### src/rtl/bank_decode.sv
module bank_decode #(
  parameter int PA_W   = 43,
  parameter int UP_LO  = 32,
  parameter int UP_W   = 11,
  parameter int LO_LO  = 6,
  parameter int LO_W   = 4,
  parameter int SZ_W   = 10,
  parameter int NBANK  = 4,
  parameter int PORT_W = 5,
  localparam int IDX_W = $clog2(NBANK),
  localparam int REG_W = 1 + 2*UP_W + 2*LO_W,
  localparam int ILV_W = LO_W + 1,
  localparam int GID_W = PORT_W + IDX_W
) (
  input  logic              clk,
  input  logic              rst_n,
  input  logic [PORT_W-1:0] port_id,
  input  logic              cfg_we,
  input  logic [IDX_W-1:0]  cfg_idx,
  input  logic [REG_W-1:0]  cfg_data,
  input  logic              lkp_vld,
  input  logic [PA_W-1:0]   lkp_addr,
  output logic              res_vld,
  output logic              res_hit,
  output logic [IDX_W-1:0]  res_bank,
  output logic [GID_W-1:0]  res_gid,
  output logic [ILV_W-1:0]  res_ilv,
  output logic [PA_W-1:0]   res_base,
  output logic [PA_W-1:0]   res_size
);
  localparam int LK_O = 0;
  localparam int LM_O = LO_W;
  localparam int UK_O = 2*LO_W;
  localparam int UM_O = 2*LO_W + UP_W;
  localparam int EN_O = REG_W - 1;
  localparam int ZW   = $clog2(LO_W + 1);

  function automatic logic [ZW-1:0] ilv_log(input logic [LO_W-1:0] m);
    ilv_log = '0;
    for (int z = 0; z <= LO_W; z++)
      if (m == LO_W'(~((1 << z) - 1))) ilv_log = ZW'(z);
  endfunction

  logic [REG_W-1:0] bank_q [NBANK];

  always_ff @(posedge clk or negedge rst_n) begin
    if (!rst_n) begin
      for (int i = 0; i < NBANK; i++) bank_q[i] <= '0;
    end else if (cfg_we) begin
      bank_q[cfg_idx] <= cfg_data;
    end
  end

  wire [UP_W-1:0] a_up = lkp_addr[UP_LO +: UP_W];
  wire [LO_W-1:0] a_lo = lkp_addr[LO_LO +: LO_W];

  logic [NBANK-1:0] match;
  logic [ZW-1:0]    zl   [NBANK];
  logic [PA_W-1:0]  base [NBANK];
  logic [PA_W-1:0]  size [NBANK];

  for (genvar b = 0; b < NBANK; b++) begin : g_bank
    wire            en = bank_q[b][EN_O];
    wire [UP_W-1:0] um = bank_q[b][UM_O +: UP_W];
    wire [UP_W-1:0] uk = bank_q[b][UK_O +: UP_W];
    wire [LO_W-1:0] lm = bank_q[b][LM_O +: LO_W];
    wire [LO_W-1:0] lk = bank_q[b][LK_O +: LO_W];
    wire [PA_W-1:0] span = (PA_W'(uk[SZ_W-1:0]) + PA_W'(1)) << UP_LO;

    assign match[b] = en && (((a_up ^ um) & ~uk) == '0) && (((a_lo ^ lm) & ~lk) == '0);
    assign zl[b]    = ilv_log(lk);
    assign base[b]  = PA_W'(um & ~uk) << UP_LO;
    assign size[b]  = span >> zl[b];
  end

  logic [IDX_W-1:0] sel;
  always_comb begin
    sel = '0;
    for (int b = NBANK - 1; b >= 0; b--)
      if (match[b]) sel = IDX_W'(b);
  end

  wire any = |match;

  always_ff @(posedge clk or negedge rst_n) begin
    if (!rst_n) begin
      res_vld  <= 1'b0;
      res_hit  <= 1'b0;
      res_bank <= '0;
      res_gid  <= '0;
      res_ilv  <= '0;
      res_base <= '0;
      res_size <= '0;
    end else begin
      res_vld <= lkp_vld;
      if (lkp_vld) begin
        res_hit  <= any;
        res_bank <= any ? sel : '0;
        res_gid  <= any ? {port_id, sel} : '0;
        res_ilv  <= any ? ILV_W'(1) << zl[sel] : '0;
        res_base <= any ? base[sel] : '0;
        res_size <= any ? size[sel] : '0;
      end
    end
  end
endmodule

### config.mk
export PLATFORM = sky130hd
export DESIGN_NAME = bank_decode
export DESIGN_NICKNAME = d
export VERILOG_FILES = /design/src/rtl/bank_decode.sv
export SDC_FILE = /design/constraint.sdc
export NUM_CORES = 1
export LEC_CHECK = 0
export ABC_AREA = 1
export BUFFER_PORTS_ARGS = -buffer_cell sky130_fd_sc_hd__buf_4
export CELL_PAD_IN_SITES_DETAIL_PLACEMENT = 1
export CELL_PAD_IN_SITES_GLOBAL_PLACEMENT = 2
export CORE_MARGIN = 2
export CORE_UTILIZATION = 33
export CTS_CLUSTER_DIAMETER = 120
export DETAILED_ROUTE_END_ITERATION = 16
export PLACE_DENSITY_LB_ADDON = 0.2
export SLEW_MARGIN = 10
export SYNTH_ARGS = -nofsm -noshare
export SYNTH_HDL_FRONTEND = slang
export SYNTH_SLANG_ARGS = --single-unit
export TNS_END_PERCENT = 30
### constraint.sdc
create_clock -name clk -period 2.9 [get_ports clk]
set_input_delay 0.58 -clock clk [delete_from_list [all_inputs] [get_ports clk]]
set_output_delay 0.58 -clock clk [all_outputs]
set_load 0.005 [all_outputs]
# Word-level counts from Yosys, hierarchy flattened
# Index checks and enable logic that the tools add are counted.
# op_classes
add_sub_neg,4
n_mul,0
div,0
magnitude_cmp,3
eq_ne,12
n_shift,5
n_mux,37
bitwise_logic,34
n_reduce_logical,22
# ops
cell,n
43-bit 2-to-1 mux,6
43-bit binary-select mux with 2-bit select,2
43-bit by 3-bit >> shifter with 43-bit output,4
124-bit bitwise mux,1
11-bit AND,8
11-bit inverter,8
31-bit demux with 2-bit select,1
4-bit == test (second input constant),12
10-bit by 1-bit adder with 11-bit output (second input constant),4
11-bit zero test,4
11-bit bitwise XOR,4
4-bit zero test,8
31-bit 2-to-1 mux,1
3-bit 2-to-1 mux,9
2-bit 2-to-1 mux,10
4-bit AND,4
4-bit inverter,4
4-bit bitwise XOR,4
1-bit logical AND,9
7-bit 2-to-1 mux,1
3-bit binary-select mux with 2-bit select,1
3-bit greater-or-equal comparator (second input constant),2
2-bit inverter with 3-bit output,2
5-bit 2-to-1 mux,1
other kinds (4),7
# word_totals
ff_bits,226
latch_bits,0
ramBits,0
mem_bits_ro,0
wordCells,128
mem_count,0

# Logic depth before layout (Yosys ltp)
# Gate-level depths: netlist (run 1).
# depth
ltp_word,15
depth_mapped,19

# Least setup slack after synthesis (run 1)
# Ideal clock, no wire load.
# synth_timing
path_type,input port to flip-flop
startpoint,input lkp_addr[9]
endpoint,register res_size[32]
arrival_ns,1.919
required_time_ns,2.783
slack_ns,0.864
stages,15
path_buffers,3
path_cell_list,buf_4 nor2_1 nor2_1 nand2_1 nand2_1 nor2_2 nand4_4 a21oi_2 buf_6 buf_6 nand2_1 nand2_1 nand2_1 nand3_1 nand2_1
# synth_between
elab_chain_cells,13
word_cells_on_any_way,26
# synth_rtl
element,line_no,source
from (decl),22,"input logic [PA_W-1:0] lkp_addr,"
4-bit bitwise XOR,70,assign match[b] = en && (((a_up ^ um) & ~uk) == '0) && (((a_lo ^ lm) & ~lk) == '0);
4-bit AND,70,
4-bit zero test,70,
1-bit logical AND,70,
2-bit 2-to-1 mux (4 in a row),80,if (match[b]) sel = IDX_W'(b);
2-bit inverter with 3-bit output (implied by the code),102,res_size <= any ? size[sel] : '0;
43-bit binary-select mux with 2-bit select,102,
43-bit 2-to-1 mux (implied by the code) (2 in a row),102,
43-bit 2-to-1 mux *,102,
to (signal assigned),102,
to (decl),29,output logic [PA_W-1:0] res_size
# Every way passes the cells marked *; elsewhere a longest branch is shown, timed or not. The select of a mux whose other input is x is not followed.
# A chain may end at the register's enable or synchronous reset.

# Final worst setup path (run 1)
# layout_timing
startpoint,register bank_q[70] (netlist bit)
endpoint,register res_base[34]
# layout_between
elab_chain_cells,12
word_cells_on_any_way,13
# layout_rtl
element,line_no,source
from (decl),44,logic [REG_W-1:0] bank_q [NBANK];
"from (signal, indexed assignment)",50,bank_q[cfg_idx] <= cfg_data;
11-bit inverter *,70,
11-bit AND *,70,
11-bit zero test *,70,
1-bit logical AND * (2 in a row),70,
2-bit 2-to-1 mux (2 in a row),80,
2-bit inverter with 3-bit output (implied by the code),101,res_base <= any ? base[sel] : '0;
43-bit binary-select mux with 2-bit select,101,
43-bit 2-to-1 mux (implied by the code) (2 in a row),101,
43-bit 2-to-1 mux *,101,
to (signal assigned),101,
to (decl),28,"output logic [PA_W-1:0] res_base,"
# Marks and branches as above.

==> results of run 1 <==
cells by family (layout without fill, tap and decap cells):
logic type | Yosys count | count (layout) | share of synthesized area
AO/OA/AOI/OAI | 242 | 242 | 0.110
XOR/XNOR | 11 | 11 | 0.00840
other | 1 | 57 | 0.000327
buffers and inverters | 309 | 355 | 0.130
adder cells (fa/ha/maj) | 4 | 4 | 0.00437
AND/OR/NAND/NOR | 1029 | 1029 | 0.382
flip-flops | 167 | 167 | 0.364
Yosys cell counts (7+ instances only):
master,n,area [um2]
a21oi_1,19,95.1
buf_2,24,120
buf_4,64,480
buf_6,8,90.1
clkbuf_1,44,165
dfrtp_1,167,4180
inv_1,151,567
inv_2,17,63.8
nand2_1,598,2240
nand3_1,284,1420
nand4_1,15,93.8
nor2_1,94,353
nor2_2,7,43.8
nor3_1,11,55.1
o21ai_0,194,971
o21ai_1,13,65.1
xor2_1,7,61.3
path summary, 6_finish.rpt:
path                                          startpoint                       end  slack (ns)
worst min register to register  res_size[30]$_DFFE_PN0P_  res_size[30]$_DFFE_PN0P_        0.48
max in group asynchronous                          rst_n  res_base[32]$_DFFE_PN0P_        2.05
worst max-delay path              bank_q[70]$_DFFE_PN0P_  res_base[34]$_DFFE_PN0P_        0.18
worst min-delay path                               rst_n  res_size[26]$_DFFE_PN0P_        0.01
worst max register to register    bank_q[70]$_DFFE_PN0P_  res_base[34]$_DFFE_PN0P_        0.18
min in group clk                              port_id[2]    res_gid[4]$_DFFE_PN0P_        0.34
metal layers:
metal,vias up,part of all wire,wire [um],GRT usage
met1,5558,0.45,20800,0.341
met3,55,0.042,1930,0.0361
met4,0,0.028,1280,0.0820
met5,-,0,0,0
met2,283,0.48,22100,0.442
li1,5745,-,-,-
area by class of cell:
cell class | instances | share of cell area
sequential | 167 | 0.315
timing repair buffer | 154 | 0.0940
multi-input combinational | 1343 | 0.455
clock buffer | 18 | 0.0331
inverter | 169 | 0.0478
tap | 455 | 0.0429
clock inverter | 14 | 0.0121
registers in the layout, summed over array words and instances (netlist names):
register,flops
bank_q,124
res_size,18
res_base,11
res_gid,6
res_ilv,5
res_bank,1
res_hit,1
res_vld,1
where the power goes:
group	internal, mW	switching, mW
Clock	1.25	1.16
Sequential	2.61	0.354
Combinational	0.827	1.66
Total	4.69	3.18
stage by stage:
step | cells | util | cell area, um2 | hold WS, ns
floorplan | 1819 | - | 11700 | 0.284
global placement | 2288 | 0.368 | 12700 | 0.463
detailed placement | 2288 | 0.368 | 12700 | 0.468
CTS | 2320 | 0.386 | 13300 | 0.0228
global route | 2320 | 0.386 | 13300 | 0.0341
finish | 2320 | 0.386 | 13300 | 0.0148
==> reports/metrics.sh, run 1 <==
FINAL_WEIGHTED_CONGESTION_IN_ROUTABILITY_DRIVEN_PLACEMENT=0.844
NUMBER_OF_WARNINGS_PRINTED_DURING_YOSYS_SYNTHESIS=0
LAYOUT_COMMONEST_CELL='nand2_1'
DOMINANTREGCELLSYNTH='dfrtp_1'
REGISTER_AREA_MM2=0.00418
TIMING.FINAL.MAX_SLEW_VIOLATIONS=0
COREAREA_MM2=0.0344
START_UTIL=0.334
STATUS='finished, final reports clean'
WORST_R2R_PATH_DEPTH=10
CRIT_FANOUT=24
SETUP_WS_NS=0.184
SYNTHARSTFLOPSHARE=1.00
CTS_HOLD_REPAIR.BUFFERS=0
WORST_MIN_PATH_CLASS='in -> async'
FINAL-SETUP-VIOL-COUNT=0
SYN_INST=1763
CP_TOP_FAMILY='simple AND/OR/NAND/NOR gates'
CP_CELL_SEQUENCE='inv_1, nand2_1, o21ai_0, nor2_1, nand4_4, nand2_2, nor2_2, nor2_4, nand3_1, nand2_1'
ROWS=68
ANTENNA_LEFT=0
MOST_FREQUENT_CP_CELL='nand2_1'
FINALHOLDVIOLATIONS=0
YOSYSSEQAREASHARE=0.364
NUMBER_OF_SYNTHESIZED_REGISTER_BITS=167
TOTAL_POWER_mW=7.86
VIA_COUNT_OF_THE_FIRST_GLOBAL_ROUTING_PASS=11700
POSTSYNTHAREAPERCELL_UM2=6.50
AREA_GROWTH_PCT=15.7
WORSTSETUPSTARTPOINTTYPE='flip-flop'
DRT_PRE_ANTENNA_ITERS=5
POST_SYNTH_INSTANCE_AREA_MM2=0.0115
FLOORPLAN.DIE_AREA_MM2=0.0363
ROUTED-VIA-COUNT=11600
CTS.REPAIR_TIMING.SETUP_BUFFER_COUNT=0
MULTI_INPUT_AREA_MM2=0.00603
FMAXACHIEVABLE_MHz=368
POST-DP-HPWL_MM=36.8
CLK_ROOT_BUFFER_CELL='clkbuf_16'
POWER_LEAKAGE_nW=6.82
CP.ARRIVAL_NS=3.11
NUMBER_OF_DISTINCT_LIBRARY_CELL_VARIANTS_IN_THE_GATE_LEVEL_NETLIST_AFTER_SYNTHESIS=34
ENDPOINT_CLASS_OF_THE_CRITICAL_PATH='flip-flop'
PRECTSSETUPSLACK_NS=0.00559
CTS_MAX_PATH_BUFFERS=2
LAYOUT.CELLS.MOST_COMMON_LIST='nand2_1 (598), nand3_1 (280), o21ai_0 (194), dfrtp_1 (167), inv_1 (151)'
DIODES=0
GRT_ANTENNA_BEFORE_REPAIR=0
TRITONCTS='yes'
CRITICAL_PATH.N_BUFFERS_INVERTERS=1
NUMBER_OF_FLOPS_MAPPED_TO_ENABLE_CELLS_BY_YOSYS=0
TIMING.SLEW.HEADROOM=0.526
WORST_PIN_SLEW_NS=0.710
GRT_PASS1_WL_MM=70.1
CRIT_PATH_MAX_INCR_DELAY_NS=0.55
MAX_CAP_VIOLATIONS=0
PERIOD_MINUS_SLACK_NS=2.72
DIE_WIDTH_UM=190
CTS_HTREE_LEVELS=4
FIN_WORST_SKEW_NS=0.0173
DETAILEDROUTE.FIRSTITERATIONVIOLATIONS=828
CP_SLOWEST_CELL='nor2_4'
TRITONCTS_NUM_SINKS=167
FILLERINSTANCES=4502
CTS_BUFFERS=17
CHIPHEIGHT_UM=190
POWER-PER-CELL-AREA_mW_PER_MM2=593
TOTAL_GRT_USAGE=0.260
TNS_NS=0
IOPINCOUNT=187
CTS-RESIZED-GATES=0
SETUP.WORST_PATH.CLASS='reg -> reg'
WL_PER_CELL_UM=19.9
RSZ0062_AT_GRT='no'
POST_ROUTE_CELLS_DRIVE_ABOVE_1_SHARE=0.124
CLK_LATENCY_NS=0.46
FIN_CRIT_SH=0.937
POST_DRT_VIA_CELL_RATIO=5.02
MAXIMUM_NUMBER_OF_PINS_ON_ONE_NET_BEFORE_GLOBAL_ROUTE_REPAIR=66
FINAL_NETS=1941
PEAKVDDDROP_V=0.000460
PLACEMENT.IO_BUFFERS=101
TOTALWIRELENGTH_MM=46.1
ROUTE.DETAILED.DRC=0
PATH_CLK_SLEW_NS=0.08
GRT_REMAINING_OVERFLOW=0
CRITICAL_PATH_CELL_COUNT=10
WORSTPATHREQUIRED_NS=3.29
(Power assumes the default switching activity.)
==> run 2, diff against run 1 <==
--- a/config.mk
+++ b/config.mk
@@ -14,6 +14,7 @@
 export CTS_CLUSTER_DIAMETER = 120
 export DETAILED_ROUTE_END_ITERATION = 16
 export PLACE_DENSITY_LB_ADDON = 0.2
+export SETUP_SLACK_MARGIN = 0.3
 export SLEW_MARGIN = 10
 export SYNTH_ARGS = -nofsm -noshare
 export SYNTH_HDL_FRONTEND = slang
==> run 2 against run 1 <==
Effect of this change: sequential power about the same; clock skew fell by 0.00094 ns; cell area rose by 0.48%; utilization grew 0.19 points; sequential share of layout area decreased by 0.12 points; highest routed layer unchanged; total power rose by 0.18%; die area unchanged; global-route usage about the same; sequential cell count did not move.
==> reports/metrics.sh, run 2 (synthesized netlist as in run 1, its figures left out) <==
STATUS='finished, final reports clean'
FINALHOLDVIOLATIONS=0
ROUTE.DETAILED.DRC=0
PLACEMENT.IO_BUFFERS=101
RRSETUPSLACK_NS=0.37
FMAXACHIEVABLE_MHz=396
CLK_LATENCY_NS=0.46
PRECTSSETUPSLACK_NS=0.00559
POWER.SHARE.CLOCK=0.306
DRT_PRE_ANTENNA_ITERS=5
SETUP_WS_NS=0.373
POWER.SWITCHING_FRACTION=0.405
ANTENNA_LEFT=0
FIN_UTIL=0.388
CTS_HTREE_LEVELS=4
TIMING.SLEW.HEADROOM=0.522
CTS_MAX_PATH_BUFFERS=2
MAXIMUM_NUMBER_OF_PINS_ON_ONE_NET_BEFORE_GLOBAL_ROUTE_REPAIR=66
ROUTED-VIA-COUNT=11700
CRIT_FANOUT=17
SETUP.WORST_PATH.CLASS='reg -> reg'
REGTOREGSTARTPOINT='bank_q[70]$_DFFE_PN0P_'
CLK_ROOT_BUFFER_CELL='clkbuf_16'
POST_DRT_VIA_CELL_RATIO=5.02
AREA_GROWTH_PCT=16.2
ENDPOINT_CLASS_OF_THE_CRITICAL_PATH='flip-flop'
WORST_PIN_SLEW_NS=0.716
WORST_MIN_PATH_CLASS='in -> async'
POWER-PER-CELL-AREA_mW_PER_MM2=591
FLOORPLAN.DIE_AREA_MM2=0.0363
WORSTSETUPSTARTPOINTTYPE='flip-flop'
CRIT_END='res_base[32]$_DFFE_PN0P_'
POWER_LEAKAGE_nW=6.84
COMB_POWER_SHARE=0.317
FIN_CELLS=2324
LAYOUT_COMMONEST_CELL='nand2_1'
REG.LARGEST.LIST='bank_q (124), res_size (18), res_base (11)'
DIE_WIDTH_UM=190
FIN_HOLD_WS_NS=0.00953
START_UTIL=0.334
IOPINCOUNT=187
FINAL_WEIGHTED_CONGESTION_IN_ROUTABILITY_DRIVEN_PLACEMENT=0.844
WORST_R2R_PATH_DEPTH=12
TOTAL_GRT_USAGE=0.260
COREAREA_MM2=0.0344
PATH_CLK_SLEW_NS=0.08
DETAILEDROUTE.FIRSTITERATIONVIOLATIONS=827
CHIPHEIGHT_UM=190
LAYOUT.CELLS.MOST_COMMON_LIST='nand2_1 (598), nand3_1 (280), o21ai_0 (193), dfrtp_1 (164), inv_1 (150)'
VIA_COUNT_OF_THE_FIRST_GLOBAL_ROUTING_PASS=11700
TRITONCTS_NUM_SINKS=167
GRT_PASS1_WL_MM=70.2
TRITONCTS='yes'
FIN_WORST_SKEW_NS=0.0164
SEQ_POWER_SHARE=0.377
FIN_CRIT_SH=0.871
FINAL_NETS=1945
TNS_NS=0
GRT_ANTENNA_BEFORE_REPAIR=0
CTS_HOLD_REPAIR.BUFFERS=0
FINAL-SETUP-VIOL-COUNT=0
TIMING.FINAL.MAX_SLEW_VIOLATIONS=0
PERIOD_MINUS_SLACK_NS=2.53
P_SWITCHING_mW=3.19
WORSTPATHREQUIRED_NS=3.23
PLACEMENT.CELL_AREA_MM2=0.0127
POST-DP-HPWL_MM=36.8
WL_PER_CELL_UM=19.9
CP.ARRIVAL_NS=2.86
TOTAL_POWER_mW=7.88
GRT_REMAINING_OVERFLOW=0
CTS_BUFFERS=17
CRIT-REG2REG-CAPTURE='res_base[32]$_DFFE_PN0P_'
RSZ0062_AT_GRT='yes'
WORST_SETUP_PATH_STARTPOINT='bank_q[70]$_DFFE_PN0P_'
MAX_CAP_VIOLATIONS=0
FINISH.INSTANCE_AREA_MM2=0.0133
LARGEST_REGISTER_FF_COUNT=124
TOTAL_PLACED_CELLS_INCLUDING_TAP_CELLS=2288
POWER.INTERNAL_mW=4.69
PEAKVDDDROP_V=0.000460
LARGEST-REGISTER='bank_q'
DIODES=0
ROWS=68
POST_ROUTE_CELLS_DRIVE_ABOVE_1_SHARE=0.130
TOTALWIRELENGTH_MM=46.3
==> run 2: cell count changes in the layout (fill, tap and decap cells not counted), moves of 2 or more <==
| cell | previous run | this run |
|---|---|---|
| dfrtp_1 | 167 | 164 |
| dfrtp_2 | 0 | 3 |
| buf_6 | 1 | 3 |
| nor2_2 | 7 | 9 |
==> run 2: how the worst min path moves through the flow <==
stage | to | cells after the start | slack, ns
4_1_cts | res_size[26]$_DFFE_PN0P_ | 1 | 0.02
3_5_place_dp | res_base[41]$_DFFE_PN0P_ | 2 | 0.47
3_3_place_gp | res_size[28]$_DFFE_PN0P_ | 2 | 0.46
6_report | res_size[26]$_DFFE_PN0P_ | 1 | 0.01
2_1_floorplan | bank_q[0]$_DFFE_PN0P_ | 0 | 0.28
5_1_grt | res_size[26]$_DFFE_PN0P_ | 1 | 0.03
==> run 2: layout make-up <==
class | instances | area, um2
Clock inverter | 14 | 160
Clock buffer | 18 | 439
Tap cell | 455 | 569
Fill cell | 4492 | 21000
Multi-Input combinational cell | 1344 | 6050
Timing Repair Buffer | 157 | 1290
Inverter | 169 | 634
Sequential cell | 167 | 4180
==> run 2: per-layer routing <==
metal,vias up,part of all wire,global-route usage
li1,5759,-,-
met1,5588,0.46,0.343
met2,267,0.48,0.443
met3,54,0.040,0.0342
met4,0,0.027,0.0796
met5,-,0,0
==> run 2: power groups by stage <==
stage	registers (mW)	logic [mW]	clock network [mW]
finish	2.97	2.50	2.41
global route	3.01	2.83	2.52
CTS	2.96	2.49	2.44
detailed placement	3.01	2.48	0
global placement	2.99	2.43	0
floorplan	2.87	1.68	0
==> run 2: worst max-delay path, cell delays in order, from the launching register on <==
cell	delay, ns
dfrtp_1	0.48
inv_1	0.14
nand2_1	0.09
o21ai_0	0.11
nor2_1	0.22
nand4_4	0.24
nand2_2	0.18
nand2_2	0.12
buf_12	0.19
nand3_1	0.07
nand3_1	0.20
nand3_1	0.27
nand2_1	0.07
==> run 2: timing repair <==
item,in CTS,in global routing
pin swaps,1,1
setup buffers,0,3
setup endpoints to repair,9,22
cloned,1,0
resized for setup,0,10
